`config.mk`:
```
export PLATFORM = sky130hd
export DESIGN_NAME = xlat_win_unit
export DESIGN_NICKNAME = d
export VERILOG_FILES = /design/src/rtl/xlat_win_pkg.sv /design/src/rtl/xlat_win_regs.sv /design/src/rtl/xlat_win_match.sv /design/src/rtl/xlat_win_lookup.sv /design/src/rtl/xlat_win_unit.sv
export SDC_FILE = /design/constraint.sdc
export NUM_CORES = 2
export LEC_CHECK = 0
export BUFFER_PORTS_ARGS = -buffer_cell sky130_fd_sc_hd__buf_2
export CAP_MARGIN = 5
export CORE_AREA = 2 2 574 576
export CTS_CLUSTER_SIZE = 28
export DETAILED_ROUTE_END_ITERATION = 12
export DIE_AREA = 0 0 576 578
export PLACE_DENSITY_LB_ADDON = 0.12
export SYNTH_ARGS = -nofsm -noshare
export SYNTH_HDL_FRONTEND = slang
export SYNTH_HIERARCHICAL = 1
export SYNTH_SLANG_ARGS = --single-unit
export TNS_END_PERCENT = 100
```
`constraint.sdc`:
```
create_clock -name clk -period 7.2 [get_ports clk]
set_input_delay 0.72 -clock clk [delete_from_list [all_inputs] [get_ports clk]]
set_output_delay 0.72 -clock clk [all_outputs]
set_load 0.01 [all_outputs]
```
`src/rtl/xlat_win_pkg.sv`:
```
package xlat_win_pkg;
    localparam int NUM_OB    = 4;
    localparam int NUM_IB    = 3;
    localparam int ADDR_W    = 64;
    localparam int REG_W     = 32;
    localparam int CSR_AW    = 12;
    localparam int PAGE_SH   = 12;
    localparam int OB_IDX_W  = (NUM_OB > 1) ? $clog2(NUM_OB) : 1;
    localparam int IB_IDX_W  = (NUM_IB > 1) ? $clog2(NUM_IB) : 1;
    localparam int ATTR_EN   = 31;
    localparam int EXP_W     = 6;

    // 32-byte group numbers (address bits [11:5])
    localparam logic [6:0] OB_GRP0    = 7'h61;
    localparam logic [6:0] IB_GRP0    = 7'h6D;
    localparam logic [6:0] GASKET_GRP = 7'h71;

    // field offsets inside a group
    localparam logic [4:0] OFF_TGT   = 5'h00;
    localparam logic [4:0] OFF_OEXT  = 5'h04;
    localparam logic [4:0] OFF_BASE  = 5'h08;
    localparam logic [4:0] OFF_IEXT  = 5'h0C;
    localparam logic [4:0] OFF_ATTR  = 5'h10;

    typedef struct packed {
        logic              en;
        logic [EXP_W-1:0]  sz_exp;
        logic [REG_W-1:0]  base_pg;
        logic [REG_W-1:0]  tgt_pg;
    } win_map_t;

    function automatic logic [ADDR_W-1:0] pg2addr(input logic [REG_W-1:0] pg);
        return {{(ADDR_W-REG_W-PAGE_SH){1'b0}}, pg, {PAGE_SH{1'b0}}};
    endfunction
endpackage

```
`src/rtl/xlat_win_regs.sv`:
```
module xlat_win_regs
    import xlat_win_pkg::*;
#(
    parameter int N_OB = NUM_OB,
    parameter int N_IB = NUM_IB
) (
    input  logic                        clk,
    input  logic                        rst_n,
    input  logic                        reg_we,
    input  logic [CSR_AW-1:0]           reg_addr,
    input  logic [REG_W-1:0]            reg_wdata,
    output logic [REG_W-1:0]            reg_rdata,
    output win_map_t [N_OB-1:0]         ob_map_o,
    output win_map_t [N_IB-1:0]         ib_map_o
);
    localparam int OIW = (N_OB > 1) ? $clog2(N_OB) : 1;
    localparam int IIW = (N_IB > 1) ? $clog2(N_IB) : 1;

    logic [6:0] grp;
    logic [4:0] off;
    logic [6:0] ob_sel, ib_sel;
    logic       ob_in, ib_in, gas_hit;
    logic       ob_fld_ok, ib_fld_ok, wr_known;
    logic [REG_W-1:0] gasket_q;

    logic [N_OB-1:0][REG_W-1:0] ob_tgt_v, ob_ext_v, ob_base_v, ob_attr_v;
    logic [N_IB-1:0][REG_W-1:0] ib_tgt_v, ib_ext_v, ib_base_v, ib_attr_v;

    assign grp    = reg_addr[11:5];
    assign off    = reg_addr[4:0];
    assign ob_sel = grp - OB_GRP0;
    assign ib_sel = grp - IB_GRP0;
    assign ob_in  = (grp >= OB_GRP0) && (ob_sel < 7'(N_OB));
    assign ib_in  = (grp >= IB_GRP0) && (ib_sel < 7'(N_IB));
    assign gas_hit = (grp == GASKET_GRP) && (off == 5'h00);
    assign ob_fld_ok = (off == OFF_TGT) || (off == OFF_OEXT) ||
                       (off == OFF_BASE) || (off == OFF_ATTR);
    assign ib_fld_ok = (off == OFF_TGT) || (off == OFF_IEXT) ||
                       (off == OFF_BASE) || (off == OFF_ATTR);
    assign wr_known = (ob_in && ob_fld_ok) || (ib_in && ib_fld_ok) || gas_hit;

    // outbound windows
    for (genvar w = 0; w < N_OB; w++) begin : g_ob
        logic [REG_W-1:0] tgt_q, ext_q, base_q, attr_q;
        logic             sel;
        assign sel = reg_we && ob_in && (ob_sel == 7'(w));
        always_ff @(posedge clk or negedge rst_n) begin
            if (!rst_n) begin
                tgt_q  <= '0;
                ext_q  <= '0;
                base_q <= '0;
                attr_q <= '0;
            end else if (sel) begin
                unique case (off)
                    OFF_TGT:  tgt_q  <= reg_wdata;
                    OFF_OEXT: ext_q  <= reg_wdata;
                    OFF_BASE: base_q <= reg_wdata;
                    OFF_ATTR: attr_q <= reg_wdata;
                    default:  ;
                endcase
            end
        end
        assign ob_tgt_v[w]  = tgt_q;
        assign ob_ext_v[w]  = ext_q;
        assign ob_base_v[w] = base_q;
        assign ob_attr_v[w] = attr_q;
        assign ob_map_o[w]  = '{en: attr_q[ATTR_EN], sz_exp: attr_q[EXP_W-1:0],
                                base_pg: base_q, tgt_pg: tgt_q};
    end

    // inbound windows
    for (genvar v = 0; v < N_IB; v++) begin : g_ib
        logic [REG_W-1:0] tgt_q, ext_q, base_q, attr_q;
        logic             sel;
        assign sel = reg_we && ib_in && (ib_sel == 7'(v));
        always_ff @(posedge clk or negedge rst_n) begin
            if (!rst_n) begin
                tgt_q  <= '0;
                ext_q  <= '0;
                base_q <= '0;
                attr_q <= '0;
            end else if (sel) begin
                unique case (off)
                    OFF_TGT:  tgt_q  <= reg_wdata;
                    OFF_IEXT: ext_q  <= reg_wdata;
                    OFF_BASE: base_q <= reg_wdata;
                    OFF_ATTR: attr_q <= reg_wdata;
                    default:  ;
                endcase
            end
        end
        assign ib_tgt_v[v]  = tgt_q;
        assign ib_ext_v[v]  = ext_q;
        assign ib_base_v[v] = base_q;
        assign ib_attr_v[v] = attr_q;
        assign ib_map_o[v]  = '{en: attr_q[ATTR_EN], sz_exp: attr_q[EXP_W-1:0],
                                base_pg: base_q, tgt_pg: tgt_q};
    end

    // timer storage
    always_ff @(posedge clk or negedge rst_n) begin
        if (!rst_n)
            gasket_q <= '0;
        else if (reg_we && gas_hit)
            gasket_q <= reg_wdata;
    end

    // read mux
    always_comb begin
        reg_rdata = '0;
        if (ob_in) begin
            unique case (off)
                OFF_TGT:  reg_rdata = ob_tgt_v[ob_sel[OIW-1:0]];
                OFF_OEXT: reg_rdata = ob_ext_v[ob_sel[OIW-1:0]];
                OFF_BASE: reg_rdata = ob_base_v[ob_sel[OIW-1:0]];
                OFF_ATTR: reg_rdata = ob_attr_v[ob_sel[OIW-1:0]];
                default:  reg_rdata = '0;
            endcase
        end else if (ib_in) begin
            unique case (off)
                OFF_TGT:  reg_rdata = ib_tgt_v[ib_sel[IIW-1:0]];
                OFF_IEXT: reg_rdata = ib_ext_v[ib_sel[IIW-1:0]];
                OFF_BASE: reg_rdata = ib_base_v[ib_sel[IIW-1:0]];
                OFF_ATTR: reg_rdata = ib_attr_v[ib_sel[IIW-1:0]];
                default:  reg_rdata = '0;
            endcase
        end else if (gas_hit) begin
            reg_rdata = gasket_q;
        end
    end

    // timer write lands on the next edge
    a_r4_timer_store: assert property (@(posedge clk) disable iff (!rst_n)
        (reg_we && gas_hit) |=> (gasket_q == $past(reg_wdata)));

    // undecoded write changes nothing
    a_r5_ignore_write: assert property (@(posedge clk) disable iff (!rst_n)
        (reg_we && !wr_known) |=> ($stable(ob_map_o) && $stable(ib_map_o) && $stable(gasket_q)));
endmodule

```
`src/rtl/xlat_win_match.sv`:
```
module xlat_win_match
    import xlat_win_pkg::*;
(
    input  win_map_t            map_i,
    input  logic [ADDR_W-1:0]   addr_i,
    output logic                hit_o,
    output logic [ADDR_W-1:0]   xlat_o
);
    logic [ADDR_W-1:0] base_a, tgt_a;
    logic [ADDR_W:0]   size_w, limit_w;

    assign base_a  = pg2addr(map_i.base_pg);
    assign tgt_a   = pg2addr(map_i.tgt_pg);
    assign size_w  = (ADDR_W+1)'(2) << map_i.sz_exp;
    assign limit_w = {1'b0, base_a} + size_w;
    assign hit_o   = map_i.en && (addr_i >= base_a) && ({1'b0, addr_i} < limit_w);
    assign xlat_o  = tgt_a + (addr_i - base_a);
endmodule

```
`src/rtl/xlat_win_lookup.sv`:
```
module xlat_win_lookup
    import xlat_win_pkg::*;
#(
    parameter int N    = 4,
    parameter int IDXW = (N > 1) ? $clog2(N) : 1
) (
    input  logic                 clk,
    input  logic                 rst_n,
    input  win_map_t [N-1:0]     map_i,
    input  logic [ADDR_W-1:0]    addr_i,
    output logic                 hit_o,
    output logic [IDXW-1:0]      idx_o,
    output logic [ADDR_W-1:0]    xlat_o
);
    logic [N-1:0]              hit_v;
    logic [N-1:0][ADDR_W-1:0]  xl_v;

    for (genvar i = 0; i < N; i++) begin : g_win
        xlat_win_match u_match (
            .map_i  (map_i[i]),
            .addr_i (addr_i),
            .hit_o  (hit_v[i]),
            .xlat_o (xl_v[i])
        );
    end

    // lowest index wins: scan from the top so lower indices override
    always_comb begin
        hit_o  = 1'b0;
        idx_o  = '0;
        xlat_o = addr_i;
        for (int i = N - 1; i >= 0; i--) begin
            if (hit_v[i]) begin
                hit_o  = 1'b1;
                idx_o  = IDXW'(i);
                xlat_o = xl_v[i];
            end
        end
    end

    // miss passes address through with index 0
    a_r10_miss_pass: assert property (@(posedge clk) disable iff (!rst_n)
        !hit_o |-> (xlat_o == addr_i && idx_o == '0));

    // a hit names an enabled window
    a_r6_hit_enabled: assert property (@(posedge clk) disable iff (!rst_n)
        hit_o |-> map_i[idx_o].en);

    // a hit never lies below the window base
    a_r7_hit_above_base: assert property (@(posedge clk) disable iff (!rst_n)
        hit_o |-> (addr_i >= pg2addr(map_i[idx_o].base_pg)));
endmodule

```
`src/rtl/xlat_win_unit.sv`:
```
module xlat_win_unit
    import xlat_win_pkg::*;
(
    input  logic                 clk,
    input  logic                 rst_n,
    input  logic                 reg_we,
    input  logic [11:0]          reg_addr,
    input  logic [31:0]          reg_wdata,
    output logic [31:0]          reg_rdata,
    input  logic [63:0]          ob_addr,
    output logic                 ob_hit,
    output logic [1:0]           ob_idx,
    output logic [63:0]          ob_xlat,
    input  logic [63:0]          ib_addr,
    output logic                 ib_hit,
    output logic [1:0]           ib_idx,
    output logic [63:0]          ib_xlat
);
    win_map_t [NUM_OB-1:0] ob_map;
    win_map_t [NUM_IB-1:0] ib_map;

    xlat_win_regs #(.N_OB(NUM_OB), .N_IB(NUM_IB)) u_regs (
        .clk       (clk),
        .rst_n     (rst_n),
        .reg_we    (reg_we),
        .reg_addr  (reg_addr),
        .reg_wdata (reg_wdata),
        .reg_rdata (reg_rdata),
        .ob_map_o  (ob_map),
        .ib_map_o  (ib_map)
    );

    xlat_win_lookup #(.N(NUM_OB), .IDXW(OB_IDX_W)) u_ob (
        .clk    (clk),
        .rst_n  (rst_n),
        .map_i  (ob_map),
        .addr_i (ob_addr),
        .hit_o  (ob_hit),
        .idx_o  (ob_idx),
        .xlat_o (ob_xlat)
    );

    xlat_win_lookup #(.N(NUM_IB), .IDXW(IB_IDX_W)) u_ib (
        .clk    (clk),
        .rst_n  (rst_n),
        .map_i  (ib_map),
        .addr_i (ib_addr),
        .hit_o  (ib_hit),
        .idx_o  (ib_idx),
        .xlat_o (ib_xlat)
    );
endmodule

```
-- Word-level counts from Yosys, hierarchy flattened
Index checks and enable logic that the tools add are counted.
- input port bits: 175
- bits in registers: 928
- output and inout port bits: 166
- shift-type cells: 7
- order comparisons: 20
- add/sub/neg operators: 23
- muxes and demuxes: 42
- equality and inequality tests: 10
- reduce and logical (&&, ||, !) cells: 58
- operator list (operator ; count):
    $bmux 32 s2 ; 8
    $add 44x65->65 ; 7
    $lt 64x65->1 ; 7
    $shl 2x6->65 const A ; 7
    $add 44x64->64 ; 7
    $ge 64x44->1 ; 7
    $mux 64 ; 7
    $sub 64x44->64 ; 7
    $mux 32 ; 11
    $pmux 32 s4 ; 2
    $reduce_and 2->1 ; 28
    $logic_and 1x1->1 ; 27
    $eq 7x2->1 const B ; 3
    $eq 7x1->1 const B ; 2
    $ge 7x7->1 const B ; 2
    $logic_not 7->1 ; 2
    $mux 2 ; 7
    $sub 7x7->7 const B ; 2
    $eq 5x4->1 const B ; 2
    $eq 7x7->1 const B ; 1
    $lt 7x2->1 const B ; 1
    $lt 7x3->1 const B ; 1
    $mux 1 ; 7
    $lt 2x3->1 const B ; 2
    other kinds (3) ; 3

-- Depth between registers and ports, before layout
- word-level depth: 8
- depth in mapped cells: 34

-- Modules after synthesis
Netlist, hierarchy kept.
- by module, submodules not included (module ; cells each ; area each (µm²) ; times used):
    xlat_win_regs ; 2907 ; 42952.4 ; 1
    xlat_win_match (u_ib.g_win[0].u_match ...) ; 1392 ; 9648.0 ; 4
    xlat_win_match (u_ob.g_win[3].u_match) ; 1346 ; 9301.4 ; 1
    xlat_win_match (u_ib.g_win[2].u_match) ; 1310 ; 9248.9 ; 1
    xlat_win_match (u_ib.g_win[1].u_match) ; 1303 ; 9191.3 ; 1
    xlat_win_lookup (u_ob) ; 309 ; 2627.5 ; 1
    xlat_win_lookup (u_ib) ; 274 ; 2034.5 ; 1

-- Worst setup path after synthesis
OpenSTA, ideal clock, no wires.
- path type: register -> output
- from: register u_regs.g_ib[2].attr_q[0]
- to: output ib_xlat[13]
- stages on the path, launching flop included: 32
- slack: 0.712 ns
- arrival: 5.768 ns
- cells stage by stage: dfrtp_1 buf_4 clkbuf_1 or3b_2 nor2_1 ha_1 or3_1 a21oi_1 a311oi_1 o31ai_4 a31oi_2 a211oi_2 nor3_1 or3_1 a31o_1 a21oi_2 xor2_1 ha_1 a21oi_1 nor2b_1 o21ai_0 nand2b_1 a21oi_1 o21ai_0 a21oi_1 a21oi_1 nor3b_1 buf_6 buf_12 nor3b_4 a22oi_1 o21ai_0
- cells in the longest elaborated chain, start to end: 7
- ends and longest elaborated chain (item ; line ; text):
    from (decl) ; xlat_win_regs.sv:73 ; logic [REG_W-1:0] tgt_q, ext_q, base_q, attr_q;
    from (signal assigned) ; xlat_win_regs.sv:87 ; OFF_ATTR: attr_q <= reg_wdata;
    $shl 2x6->65 ; xlat_win_match.sv:14 ; assign size_w = (ADDR_W+1)'(2) << map_i.sz_exp;
    $add 44x65->65 ; xlat_win_match.sv:15 ; assign limit_w = {1'b0, base_a} + size_w;
    $lt 64x65->1 ; xlat_win_match.sv:16 ; assign hit_o = map_i.en && (addr_i >= base_a) && ({1'b0, addr_i} < limit_w);
    $logic_and 1x1->1 ; xlat_win_match.sv:16 ;
    via u_ib.hit_v[2] ; xlat_win_lookup.sv:15 ; logic [N-1:0] hit_v;
    $mux 64 (3 in a row) ; xlat_win_lookup.sv:33 ; if (hit_v[i]) begin
    to (decl) ; xlat_win_unit.sv:17 ; output logic [63:0] ib_xlat
The timed path passes the listed nets, and every way through them passes these cells.

-- Final worst setup path
- from: register u_regs.g_ib[1].attr_q[4]
- to: output ib_xlat[13]
- cells in the longest elaborated chain, start to end: 6
- ends and longest elaborated chain (item ; line):
    from (decl) ; xlat_win_regs.sv:73
    from (signal assigned) ; xlat_win_regs.sv:87
    $shl 2x6->65 ; xlat_win_match.sv:14
    $add 44x65->65 ; xlat_win_match.sv:15
    $lt 64x65->1 ; xlat_win_match.sv:16
    $logic_and 1x1->1 ; xlat_win_match.sv:16
    via u_ib.hit_v[1] ; xlat_win_lookup.sv:15
    $mux 64 (2 in a row) ; xlat_win_lookup.sv:33
The timed path passes the listed nets, and every way through them passes these cells.

==> parameters.txt <==
Parameter                              Value

Yosys
  Register bit count reported by yosys ... 928
  Area leader, netlist ... dfrtp_1
  Instance count of the mapped netlist ... 13017
  Synthesized area ... 114000 um^2
  Proportion of synthesized flip-flops having asynchronous set or reset ... 1.00
  Ranking of synthesized cells by area ... dfrtp_1 20%, ha_1 16%, mux2_2 8.5%, inv_1 5.2%, fa_1 4.1%
  Total nets after synthesis ... 14884
  Dominant register cell in the synthesized netlist ... dfrtp_1
  Cell with the most instances after synthesis ... inv_1
  Top cell types by occurrence after synthesis ... 1575 x inv_1, 1461 x ha_1, 928 x dfrtp_1
  Sequential element share of the synthesized area ... 0.204
  Share of the synthesized area in the top cell type ... 0.204
  Number of enable flip-flop cells after synthesis ... 0
  Post-synthesis area per instance ... 8.75 um^2
  Total number of yosys warnings ... 6
  Number of distinct library cells after synthesis ... 131

Worst setup path
  Delay contributed by the slowest stage of the critical path ... 0.59 ns
  CP Max Fanout ... 10
  Critical path buffer and inverter count ... 7
  Crit. End Element ... output port
  CP top delay family ... simple AND/OR/NAND/NOR gates
  Data arrival time of the critical path ... 7.19 ns
  Max stage delay cell, worst path ... nor3_4
  Worst path required time ... 6.48 ns
  Type of the worst setup path ... reg -> out
  Most common cell on crit path ... buf_4
  Startpoint type of the worst setup path ... flop

Global routing
  Pin count of the biggest net entering global routing ... 142
  Total Routing Usage GR ... 0.357
  Number of global-route vias before repair ... 105560
  Global-route wire length before repair ... 841000 um
  Grt total ovfl ... 0
  Initial antenna violation count ... 73

Route
  Average wire per cell in the routed design ... 33.6 um
  Count of TritonRoute iterations in the first routing pass ... 8
  Via count ... 110493
  Avg Vias per Cell ... 6.01
  Remaining number of nets flagged by the antenna check after routing ... 0
  DR iter-0 viols ... 12506
  Post-Route WL ... 618000 um
  DRC viols ... 0

Die
  Total die area ... 333000 um^2
  Initial cell density of the core ... 0.349
  Ports placed on the boundary ... 341
  Number of rows created at floorplan ... 210
  X dimension of the die ... 576 um
  Die boundary height ... 578 um
  Placeable Area ... 326000 um^2

Job
  Maxcap violations ... 0

Min path
  Worst min-delay path category ... reg -> reg

Layout
  Fin area ... 135000 um^2
  Share of final-layout standard cells stronger than drive strength 1 ... 0.237
  Layout-stage area growth over the synthesis result ... 18.2%
  Final net count ... 15774

STA
  Hold Slack ... 0.486 ns
  Worst-Margin Slew ... 1.36 ns
  RSZ-0062 raised after global routing ... true
  Achievable clock frequency ... 0.126 GHz
  Final setup TNS ... -68.14 ns
  Final slew viol count ... 0
  Worst setup margin ... -0.708 ns
  Final-report hold violation count ... 0
  Maximum clock skew at final layout ... 0 ns
  Max-slew headroom ... 0.0696
  Final critical path time including I/O delays and setup ... 7.91 ns
  Final cycle utilization of the critical path ... 1.10
  Setup violation total in the final timing report ... 134

Placement
  IO Port Bufs ... 340
  Post-DP Area ... 125000 um^2
  GPL Wtd Cong ... 1.06
  Final HPWL DP ... 493000 um

Clocking
  CTS Buf Count ... 110
  Clk Latency, worst-skew pair ... 0.74 ns
  Register clock-pin slew on the reported worst setup and hold paths ... 0.06 ns
  Root buffer cell ... clkbuf_16
  Maximum clock path buffer count ... 3
  Clock tree from TritonCTS ... yes
  TritonCTS sink count ... 928
  Number of levels the H-tree was split into ... 3

Pwr
  Leakage power summed over all cells ... 0.0638 uW
  Maximum VDD drop ... 0.249 mV
  Pwr Density ... 126 nW/um^2

Outcome
  Violations in the final reports ... setup timing
  Run status ... complete, but fails checks
[timing repair]
action,in CTS,in global routing
gates resized for setup,494,328
hold buffers,1,0
pin swaps,210,233
setup buffers,100,75
endpoints found under the setup margin,134,134
hold endpoints to repair,2,0
cloned,18,9
[state kept, by name, indices dropped and copies added, names as in the netlist]
| name | count |
|---|---|
| u_regs/g_ib.tgt_q | 96 |
| u_regs/g_ob.base_q | 128 |
| u_regs/g_ob.ext_q | 128 |
| u_regs/gasket_q | 32 |
| u_regs/g_ib.base_q | 96 |
| u_regs/g_ib.ext_q | 96 |
| u_regs/g_ob.tgt_q | 128 |
| u_regs/g_ib.attr_q | 96 |
| u_regs/g_ob.attr_q | 128 |
[placed cells by master (no fill, tap or decap), drive strengths merged, types with 40 or more instances in the layout]
cell    instances
inv          1582
ha           1461
buf          1426
mux2          975
dfrtp         928
a21oi         917
nand2         902
nor2          765
o21ai         535
a21o          426
xnor2         379
mux2i         276
nand4         248
xor2          244
fa            231
nor3          200
nand3         187
clkbuf        164
o21bai        137
a31oi         132
mux4          128
nor2b         119
nand2b        119
o22ai         109
o211ai         87
a211oi         87
a221oi         85
and3           82
o21a           69
or3            69
o31ai          68
or2            65
a22o           62
and2           56
o221ai         53
a221o          51
nor3b          49
a21boi         44
nand3b         41
a22oi          40
[final timing paths]
check / start / to / slack, ns / depth (start not counted)
max in group asynchronous: rst_n / u_regs/g_ob[2].attr_q[5]$_DFFE_PN0P_ / 4.87 / 3
setup / recovery: u_regs/g_ib[1].attr_q[4]$_DFFE_PN0P_ / ib_xlat[13] / -0.71 / 27
hold / removal: u_regs/g_ob[2].ext_q[11]$_DFFE_PN0P_ / u_regs/g_ob[2].ext_q[11]$_DFFE_PN0P_ / 0.49 / 1
setup reg to reg: u_regs/g_ob[2].base_q[20]$_DFFE_PN0P_ / u_regs/g_ob[2].base_q[20]$_DFFE_PN0P_ / 5.88 / 2
hold reg to reg: u_regs/g_ob[2].ext_q[11]$_DFFE_PN0P_ / u_regs/g_ob[2].ext_q[11]$_DFFE_PN0P_ / 0.49 / 1
min in group asynchronous: rst_n / u_regs/g_ob[0].ext_q[24]$_DFFE_PN0P_ / 0.57 / 2
[stage by stage]
stage                util  total power (uW)  cells  worst slack [ns]
floorplan               -              8440  13017             0.712
global placement    0.384             10800  17963            -0.987
detailed placement  0.384             10800  17963             -1.00
CTS                 0.406             16900  18283            -0.656
global route        0.412             17600  18347            -0.896
finish              0.413             17000  18373            -0.708
[kinds of logic after synthesis]
group | count (synthesis) | synth area share
flops | 928 | 0.204
compound gates | 3105 | 0.186
fa+ha+maj | 1692 | 0.201
mux | 1379 | 0.146
simple gates | 3053 | 0.134
xor+xnor | 623 | 0.0479
buf+inv | 2237 | 0.0820
[final cells by class]
type / count / area (um^2)
antenna: 29 / 72.6
multi-input combinational: 9852 / 84500
tap: 4346 / 5440
sequential: 928 / 23200
inverter: 1578 / 5950
timing repair buffer: 1437 / 11700
fill: 32795 / 192000
clock buffer: 154 / 3130
clock inverter: 49 / 668
[metal layers]
metal | vias up | track usage | part of all wire
li1 | 48009 | - | -
met1 | 56327 | 0.508 | 0.45
met2 | 5182 | 0.520 | 0.41
met3 | 943 | 0.0879 | 0.095
met4 | 32 | 0.131 | 0.043
met5 | - | 0 | 0.00041
[power breakdown]
part / total (uW) / switching [uW] / internal, uW / leakage (uW)
combinational: 5790 / 3940 / 1850 / 0.0490
clock: 5980 / 2600 / 3380 / 0.00185
sequential: 5260 / 25.7 / 5240 / 0.0129
Power figures use the tool's default switching activity.
